## config.mk

```make
export PLATFORM = sky130hd
export DESIGN_NAME = lane_serdes13
export DESIGN_NICKNAME = d
export VERILOG_FILES = /design/src/rtl/lane_serdes13.sv
export SDC_FILE = /design/constraint.sdc
export NUM_CORES = 1
export LEC_CHECK = 0
export ABC_AREA = 1
export BUFFER_PORTS_ARGS = -buffer_cell sky130_fd_sc_hd__buf_2
export CAP_MARGIN = 20
export CORE_MARGIN = 4
export CORE_UTILIZATION = 49
export DETAILED_ROUTE_END_ITERATION = 10
export GPL_ROUTABILITY_DRIVEN = 0
export MAX_ROUTING_LAYER = met4
export PLACE_DENSITY_LB_ADDON = 0.25
export SLEW_MARGIN = 20
export SYNTH_ARGS = -nofsm -noshare
export SYNTH_HDL_FRONTEND = slang
export SYNTH_SLANG_ARGS = --single-unit
export TNS_END_PERCENT = 30
```

## constraint.sdc

```tcl
create_clock -name clk -period 1.2 [get_ports clk]
set_input_delay 0.06 -clock clk [delete_from_list [all_inputs] [get_ports clk]]
set_output_delay 0.06 -clock clk [all_outputs]
set_load 0.005 [all_outputs]
```

## src/rtl/lane_serdes13.sv

```systemverilog
module lane_serdes13 #(
  parameter int NPIX  = 10,
  parameter int PIXW  = 10,
  parameter int LANES = 13,
  parameter int SLOTS = 8
) (
  input  logic                    clk,
  input  logic                    rst_n,
  input  logic [NPIX*PIXW-1:0]    tx_pix,
  input  logic                    tx_lval,
  input  logic                    tx_fval,
  output logic                    tx_take,
  output logic [LANES-1:0]        tx_lanes,
  output logic                    tx_mark,
  input  logic [LANES-1:0]        rx_lanes,
  input  logic                    rx_mark,
  output logic [LANES*SLOTS-1:0]  rx_word,
  output logic                    rx_word_valid
);
  localparam int WORD  = LANES * SLOTS;
  localparam int SPARE = WORD - NPIX * PIXW - 2;
  localparam int PW    = $clog2(SLOTS);
  localparam logic [PW-1:0] LAST = PW'(SLOTS - 1);

  logic [WORD-1:0] tx_word;
  logic [PW-1:0]   ph;
  logic [PW-1:0]   rcnt;
  logic            armed;
  logic            done;

  assign tx_word = {{SPARE{1'b0}}, tx_fval, tx_lval, tx_pix};
  assign tx_take = (ph == LAST);
  assign done    = armed && !rx_mark && (rcnt == LAST);

  always_ff @(posedge clk) begin
    if (!rst_n) begin
      ph      <= LAST;
      tx_mark <= 1'b0;
    end else begin
      ph      <= tx_take ? '0 : ph + 1'b1;
      tx_mark <= tx_take;
    end
  end

  always_ff @(posedge clk) begin
    if (!rst_n) begin
      armed         <= 1'b0;
      rcnt          <= '0;
      rx_word_valid <= 1'b0;
    end else begin
      rx_word_valid <= done;
      if (rx_mark) begin
        armed <= 1'b1;
        rcnt  <= PW'(1);
      end else if (armed) begin
        rcnt <= rcnt + 1'b1;
        if (done) armed <= 1'b0;
      end
    end
  end

  for (genvar k = 0; k < LANES; k++) begin : g_lane
    logic [SLOTS-1:0] tsh;
    logic [SLOTS-2:0] rsh;
    logic [SLOTS-1:0] rcap;

    always_ff @(posedge clk) begin
      if (!rst_n)       tsh <= '0;
      else if (tx_take) tsh <= tx_word[k*SLOTS +: SLOTS];
      else              tsh <= tsh << 1;
    end
    assign tx_lanes[k] = tsh[SLOTS-1];

    always_ff @(posedge clk) begin
      if (!rst_n) begin
        rsh  <= '0;
        rcap <= '0;
      end else begin
        if (rx_mark || armed) rsh <= {rsh[SLOTS-3:0], rx_lanes[k]};
        if (done) rcap <= {rsh, rx_lanes[k]};
      end
    end
    assign rx_word[k*SLOTS +: SLOTS] = rcap;
  end

  assert_mark_after_take_R4: assert property (@(posedge clk) disable iff (!rst_n)
    tx_take |=> tx_mark);
  assert_mark_single_R4: assert property (@(posedge clk) disable iff (!rst_n)
    tx_mark |=> !tx_mark);
  assert_take_spacing_R3: assert property (@(posedge clk) disable iff (!rst_n)
    tx_take |=> !tx_take);
  assert_valid_pulse_R5: assert property (@(posedge clk) disable iff (!rst_n)
    rx_word_valid |=> !rx_word_valid);
  assert_mark_no_valid_R8: assert property (@(posedge clk) disable iff (!rst_n)
    rx_mark |=> !rx_word_valid);
endmodule

```

==> summary.md, run 1 <==
| Metric | Value |
|---|---|
| Status | `complete, but fails checks` |
| Failing checks | `setup timing` |
| Post-synthesis cell type count | `16` |
| Clock Tree Root | `clkbuf_16` |
| Flop pwr share | `44.7%` |
| Initial core utilization | `49.7%` |
| Tightest Hold Check Type | `in -> reg` |
| Final Hold Violating Endpoints | `0` |
| Peak Freq | `0.678 GHz` |
| Max-cap violations | `0` |
| Setup crit start kind | `register` |
| Syn nets | `1657` |
| First-pass GRT wire length | `53.0 mm` |
| Rows | `55` |
| Comb power frac | `13.2%` |
| Maximum VDD drop | `1.12 mV` |
| Crit path DAT | `1.91 ns` |
| Die area | `25400 um2` |
| Remaining DRCs | `0` |
| Uppermost routed layer | `met4` |
| Final worst-path cycle share | `123%` |
| Hpwl dp | `16.4 mm` |
| CTS tree | `built` |
| Worst R2R Path Depth | `9` |
| Final core occ | `74.7%` |
| WL final | `35.4 mm` |
| WL per Instance | `16.0 um` |
| Global-route usage over all layers | `25.4%` |
| Critical Path End Type | `register` |
| Cell area after synthesis | `11200 um2` |
| Internal power | `19.3 mW` |
| Synth Warn # | `0` |
| Psw | `6.16 mW` |
| WL met1 | `13.8 mm` |
| Vias | `11100` |
| Post-DRT Antenna Nets | `0` |
| Worst setup margin | `-0.276 ns` |
| Hold Crit Depth | `4` |
| Number of global-route vias before repair | `10800` |
| Sequential share of the synthesized area | `55.0%` |
| DP Worst Slack | `-0.167 ns` |
| Leak Pwr | `8.66 nW` |
| Clock sinks | `308` |
| Max FO, Critical Path | `20` |
| Clock slew at reported path FFs | `0.06 ns` |
| Cell count after placement | `1986` |
| Clock share of power | `42.1%` |
| Number of setup violations in the final report | `221` |
| CORE AREA | `22600 um2` |
| Area Overhead vs Synth | `50.4%` |
| Sw frac | `24.2%` |
| Kind of critical path | `reg -> reg` |
| Die Height | `159 um` |
| Metal2 WL | `17.7 mm` |
| Worst slew pin tran | `0.353 ns` |
| RSZ-0062 raised after global routing | `true` |
| Die Wd | `159 um` |
| Slew Viols, Final | `0` |
| Top Ports | `238` |
| TritonCTS buffer count | `30` |
| Fin crit period | `1.48 ns` |
| Initial DRC count | `691` |
| Largest net degree at the start of global routing | `93` |
| Final non-filler cell total | `2211` |
| Post-synthesis register bit count | `308` |
| Layout cells sized above 1 | `28.4%` |
| Post-Synthesis Cells | `1535` |
| Grt ovf | `0` |
| Mean Syn Cell Area | `7.31 um2` |
| Clk_lat worst skew | `0.55 ns` |
| Final Skew | `0.0135 ns` |
| Commonest non-fill, non-tap cells in the layout | `352 x nor2_1, 303 x dfxtp_1, 297 x nand2_1, 235 x buf_2, 122 x inv_1` |
| I/O Buffers | `237` |
| Post-DR vias/cell | `5.01` |
| Met3 wire length | `2.48 mm` |
| Final net count | `2022` |
| Initial DRT Pass Iterations | `5` |
| Depth of the CTS H-tree | `1` |
| Worst Path Required | `1.64 ns` |
| Power Density | `1510 nW/um2` |
| Antenna violations before repair | `2` |
| Most common cell after layout, fill and taps aside | `nor2_1` |
| Worst slew margin | `76.5%` |
| Clock Tree Buf Depth | `3` |
## routing by layer
metal	track usage, %	up-vias
met1	29.8	5101
li1	-	5379
met3	5.31	136
met4	9.51	0
met2	43.1	462
met5	-	-
## through the flow
stage | instance area [um2] | hold WS [ns] | setup TNS [ns] | power [mW]
2_1_floorplan | 11300 | 0.163 | -10.72 | 12.8
3_3_place_gp | 12700 | 0.246 | -17.49 | 13.5
3_5_place_dp | 12700 | 0.251 | -22.41 | 13.5
4_1_cts | 16100 | 0.216 | -34.58 | 24.9
5_1_grt | 16900 | 0.247 | -50.21 | 26.3
6_report | 16900 | 0.234 | -34.64 | 25.5
## critical path, stage by stage, from the launching register on
cell and delay, ns:
dfxtp_2 0.34, ha_4 0.16, ha_4 0.17, buf_6 0.12, nand3_4 0.08, buf_12 0.16, clkbuf_16 0.19, nand2_1 0.06
nand2_1 0.05, nor2_1 0.04
## cell usage after synthesis (all sizes together)
cell    number  area share, %
nor2       409             14
nand2      394             13
dfxtp      308             55
inv        125            4.2
o21ai       92            4.1
nand3       91            4.1
buf         88            4.4
clkbuf      19           0.64
ha           4           0.45
a21oi        2          0.089
or2          2           0.11
a211oi       1          0.067
## timing repair
action / CTS / global route
resized for setup: 120 / 164
buffers inserted: 12 / 6
cloned: 21 / 14
pin swaps: 12 / 34
endpoints found under the setup margin: 229 / 303
hold buffers: 117 / 0
endpoints found under the hold margin: 141 / 0
## cell type report
class	instances	area, um2
timing repair buffer	439	3990
tap	285	357
clock inverter	16	280
antenna	2	5.00
inverter	125	499
clock buffer	40	860
multi-input combinational	996	4700
fill	1529	5710
sequential	308	6170
## logic make-up (layout without fill, tap and decap cells)
family                     after synthesis  count (layout)  share of synthesized area, %
DFF                                    308             308                          55.0
adders and majority gates                4               4                         0.446
AOI/OAI and AO/OA                       95              95                          4.26
buffers and inverters                  232             620                          9.25
other                                    0               2                             0
and+or+nand+nor                        896             897                          31.1
## worst paths after layout
check	from	end	slack, ns
max	rcnt[1]	g_lane[10].rcap[6]	-0.28
max reg2reg	rcnt[1]	g_lane[10].rcap[6]	-0.28
min reg2reg	g_lane[12].tsh[6]	g_lane[12].tsh[7]	0.42
min	tx_pix[52]	g_lane[6].tsh[4]	0.23
## power groups by stage
stage	clock, mW	sequential (mW)	combinational (mW)
CTS	10.8	11.3	2.74
finish	10.7	11.4	3.36
global route	11.3	11.4	3.62
floorplan	0	11.4	1.37
global placement	0	11.5	1.98
detailed placement	0	11.5	2.03
## sequential cells by signal, indices dropped and copies added, names as in the netlist
name / flops
armed: 1
g_lane.rcap: 104
g_lane.rsh: 91
g_lane.tsh: 104
ph: 3
rcnt: 3
rx_word_valid: 1
tx_mark: 1
Note: power is estimated with default switching activity, not from simulation.
==> run 2: changes to the inputs <==
--- a/config.mk
+++ b/config.mk
@@ -5,7 +5,6 @@
 export SDC_FILE = /design/constraint.sdc
 export NUM_CORES = 1
 export LEC_CHECK = 0
-export ABC_AREA = 1
 export BUFFER_PORTS_ARGS = -buffer_cell sky130_fd_sc_hd__buf_2
 export CAP_MARGIN = 20
 export CORE_MARGIN = 4
==> constraint.sdc (replaced) <==
create_clock -name clk -period 1.2 [get_ports clk]
set_input_delay 0.06 -clock clk [delete_from_list [all_inputs] [get_ports clk]]
set_output_delay 0.06 -clock clk [all_outputs]
set_load 0.02 [all_outputs]
==> run 2 against run 1 <==
  * The run still ends with setup timing left
  * Die area is 5.0% higher
  * Final cell count shrank 14%
  * Area after synthesis grew 5.3%
  * Setup slack improved by 0.0021 ns
  * Count of clock-buffer cells in the layout increased by 11
  * Design area is 4.1% lower
  * Fmax is 0.14% higher
  * Combinational power is 2% higher
  * Hold slack worse by 0.12 ns
  * Critical path depth is 4 lower
  * Sequential power down 4%
  * Largest cell class unchanged
  * Largest power group unchanged
==> summary.md, run 2 <==
| Metric | Value |
|---|---|
| Status | `complete, but fails checks` |
| Failing checks | `setup timing` |
| Slew Viols, Final | `0 (unchanged)` |
| Clk_lat worst skew | `0.50 ns (-0.05 ns)` |
| Hold Crit Depth | `4 (unchanged)` |
| Worst slew margin | `77.9% (+1.4 points)` |
| Kind of critical path | `reg -> reg` |
| Grt ovf | `0 (unchanged)` |
| Psw | `5.84 mW (-5.2%)` |
| Reg2Reg Launch Point | `rcnt[1]` |
| Top Ports | `238 (unchanged)` |
| Post-DRT Antenna Nets | `0 (unchanged)` |
| Maximum VDD drop | `1.20 mV (+7.9%)` |
| Power Density | `1560 nW/um2 (+3.6%)` |
| Max FO, Critical Path | `42 (+110%)` |
| Reg2reg setup slack | `-0.27 ns (about the same)` |
| Sequential cell area | `6170 um2 (unchanged)` |
| Worst slew pin tran | `0.332 ns (-0.0209 ns)` |
| Worst Path Required | `1.62 ns (-0.02 ns)` |
| Final Power | `25.3 mW (-0.69%)` |
| Post-DR vias/cell | `5.08 (+1.3%)` |
| TritonCTS buffer count | `34 (+13%)` |
| Final net count | `1672 (-17%)` |
| Placed Area | `13500 um2 (+5.8%)` |
| Final core occ | `68.5% (-6.2 points)` |
| Peak Freq | `0.679 GHz (+0.14%)` |
| Clock Tree Buf Depth | `3 (unchanged)` |
| Fin crit period | `1.47 ns (-0.00213 ns)` |
| Leak Pwr | `6.43 nW (-26%)` |
| Antenna violations before repair | `1 (-1)` |
| Depth of the CTS H-tree | `2 (+1)` |
| Fraction of synthesized cell area taken by the top area cell type | `52.2% (-2.8 points)` |
| Global-route usage over all layers | `21.9% (-3.5 points)` |
| Sequential share of the synthesized area | `52.2% (-2.8 points)` |
| Rows | `56 (+1.8%)` |
| Sw frac | `23.1% (-1.1 points)` |
| Largest net degree at the start of global routing | `75 (-19%)` |
| Multi-input gate area | `5190 um2 (+10%)` |
| Commonest cells post-synth | `308 x dfxtp_1, 209 x nand2_1, 195 x mux2i_1` |
| Post-Synthesis Cells | `1230 (-20%)` |
| Mux share of post-synthesis cell area | `16.5% (+17 points)` |
| Simple-gate portion of the synthesized area | `17.5% (-14 points)` |
| Number of global-route vias before repair | `9608 (-11%)` |
| Worst Hold Launch | `rx_mark` |
| Clock sinks | `308 (unchanged)` |
| Post-route cell area | `16200 um2 (-4.1%)` |
| Tightest Hold Check Type | `in -> reg` |
| Area Overhead vs Synth | `37.0%` |
| Die area | `26600 um2 (+5.0%)` |
| WL per Instance | `15.7 um (-2.3%)` |
| Cell count after placement | `1708 (-14%)` |
| Comb power frac | `13.6% (+0.4 points)` |
| Remaining DRCs | `0 (unchanged)` |
| Die Height | `163 um (+2.5%)` |
| R2r endpoint | `g_lane[0].rcap[0]` |
| Post-synthesis cell type count | `22 (+6)` |
| Max-cap violations | `0 (unchanged)` |
| Vias | `9617 (-13%)` |
| Final Skew | `0.0167 ns (+0.00327 ns)` |
| Initial core utilization | `50.0% (+0.31 points)` |
| WL final | `29.7 mm (-16%)` |
| First-pass GRT wire length | `47.3 mm (-11%)` |
| CP max stage delay | `0.35 ns (about the same)` |
| Worst setup margin | `-0.273 ns (+0.00213 ns)` |
| Internal power | `19.4 mW (+0.74%)` |
| Cell area after synthesis | `11800 um2 (+5.3%)` |
| Slowest-stage cell, CP | `dfxtp_2` |
| Worst R2R Path Depth | `5 (-4)` |
| I/O Buffers | `237 (unchanged)` |
| Hpwl dp | `16.7 mm (+1.6%)` |
| Leading area contributor after synthesis | `dfxtp_1` |
| GR met1 Demand/Resource | `26.4% (-3.4 points)` |
| CP Cell Sequence | `ha_4, ha_4, and3b_4, buf_12, mux2i_1` |
| Syn nets | `1352 (-18%)` |
| Most common cell after layout, fill and taps aside | `dfxtp_1` |
| CORE AREA | `23600 um2 (+4.6%)` |
| Largest cells by area after synthesis | `dfxtp_1 52%, mux2i_1 17%, nand2_1 6.6%` |
| Clock share of power | `42.9% (+0.8 points)` |
| Initial DRT Pass Iterations | `5 (unchanged)` |
| Post-synthesis async set-or-reset flop share | `0% (unchanged)` |
| Fillcell total | `1692 (+11%)` |
| Commonest non-fill, non-tap cells in the layout | `303 x dfxtp_1, 234 x buf_2, 209 x nand2_1, 192 x mux2i_1, 117 x dlygate4sd3_1` |
| Final worst-path cycle share | `123% (-0.18 points)` |
| Layout cells sized above 1 | `25.3% (-3.1 points)` |
| Initial DRC count | `593 (-14%)` |
| Most frequent CP cell | `ha_4` |
| Critical Path End Type | `register` |
| Synth Warn # | `0 (unchanged)` |
| Flop pwr share | `43.5% (-1.2 points)` |
| Synth Area in Adders | `0.424% (-0.022 points)` |
| Final non-filler cell total | `1894 (-14%)` |
| Most used DFF post-synth | `dfxtp_1` |
| Final Hold Violating Endpoints | `0 (unchanged)` |
| Worst Hold End | `g_lane[8].rsh[6]` |
| GR peak layer | `met2` |
| RSZ-0062 raised after global routing | `true` |
| Post-synth EDFFs | `0 (unchanged)` |
| Mean Syn Cell Area | `9.60 um2 (+31%)` |
| Count leader, synth | `dfxtp_1` |
| Clock slew at reported path FFs | `0.06 ns (about the same)` |
| Die Wd | `163 um (+2.5%)` |
| Crit path DAT | `1.90 ns (about the same)` |
| Complex-gate fraction of the synthesized area | `7.89% (+3.6 points)` |
| Synth Area in XOR/XNOR | `0.0742% (+0.074 points)` |
| Post-synthesis register bit count | `308 (unchanged)` |
| Main combinational cell family by area after synthesis | `simple AND/OR/NAND/NOR gates` |
| GR Util met2 | `36.9% (-6.2 points)` |
| Largest regs | `g_lane.rcap: 104 flops, g_lane.tsh: 104 flops, g_lane.rsh: 91 flops` |
| CTS tree | `built` |
| M3 GR Usage | `4.64% (-0.66 points)` |
| Clock Tree Root | `clkbuf_16` |
| Number of setup violations in the final report | `235 (+6.3%)` |
| Setup crit start kind | `register` |
[run 2: cell types whose count changed after synthesis, sizes merged, moves of 3 or more]
cell    change
or3b       +91
nor2      -317
and3       +13
inv       -124
a21oi      +89
nand2b      +3
nand3      -91
clkbuf     +60
mux2i     +195
buf        -44
nand2     -185
[run 2: worst max-delay path by stage]
stage                        from                  to  slack [ns]  cells past startpoint
after global routing      rcnt[1]  g_lane[10].rcap[6]       -0.35                      5
after CTS                 rcnt[1]  g_lane[11].rcap[0]       -0.29                      5
final                     rcnt[1]   g_lane[0].rcap[0]       -0.27                      5
after global placement    rcnt[1]   g_lane[8].rcap[0]       -0.21                      6
after detailed placement  rcnt[1]  g_lane[11].rcap[0]       -0.28                      5
after floorplan           rcnt[0]  g_lane[10].rcap[3]       -0.20                      7
[run 2: timing repair]
item / 4_1_cts / 5_1_grt
hold endpoints to repair: 137 / 0
gates resized for setup: 14 / 36
endpoints found under the setup margin: 222 / 290
setup buffers: 3 / 0
hold buffers: 117 / 0
cloned: 2 / 3
pin swaps: 1 / 7
[run 2: cell type report]
cell class,instances,area share (%)
inverter,1,0.0542
tap,319,2.47
sequential,308,38.2
timing repair buffer,407,19.8
clock buffer,51,6.49
multi-input combinational,798,32.1
antenna,1,0.0155
clock inverter,9,0.913
[run 2: power by group through the flow]
stage	Combinational [mW]	Clock (mW)	Sequential [mW]
floorplan	2.15	0	11.1
global placement	2.62	0	11.2
detailed placement	2.67	0	11.2
CTS	3.18	11.1	11.0
global route	3.69	11.6	11.0
finish	3.43	10.9	11.0
[run 2: routing by layer]
| layer | routed length, um | share of wire [%] |
|---|---|---|
| met5 | 0 | 0 |
| met4 | 881 | 3.0 |
| met3 | 1610 | 5.4 |
| met2 | 14200 | 48 |
| met1 | 13000 | 44 |
[run 2: logic make-up (layout without fill, tap and decap cells)]
| family | after synthesis | in the layout |
|---|---|---|
| flops | 308 | 308 |
| simple gates | 413 | 413 |
| buf+inv | 124 | 468 |
| compound gates | 185 | 185 |
| other cells | 0 | 1 |
| mux | 195 | 195 |
| fa+ha+maj | 4 | 4 |
| xor+xnor | 1 | 1 |
[run 2: metrics by stage]
step                      hold slack (ns)  setup TNS (ns)  setup slack (ns)
final                               0.115          -38.99            -0.273
after global routing                0.130          -54.05            -0.347
after CTS                          0.0957          -37.78            -0.288
after detailed placement            0.300          -30.26            -0.275
after global placement              0.291          -23.66            -0.211
after floorplan                     0.202          -30.55            -0.204
[run 2: worst max-delay path, delay by kind of cell (launching register included)]
family | cells | cell delay (ns)
multiplexers | 1 | 0.23
AND/OR/NAND/NOR | 1 | 0.22
flip-flops | 1 | 0.35
adder cells (fa/ha/maj) | 2 | 0.26
buffers and inverters | 1 | 0.26
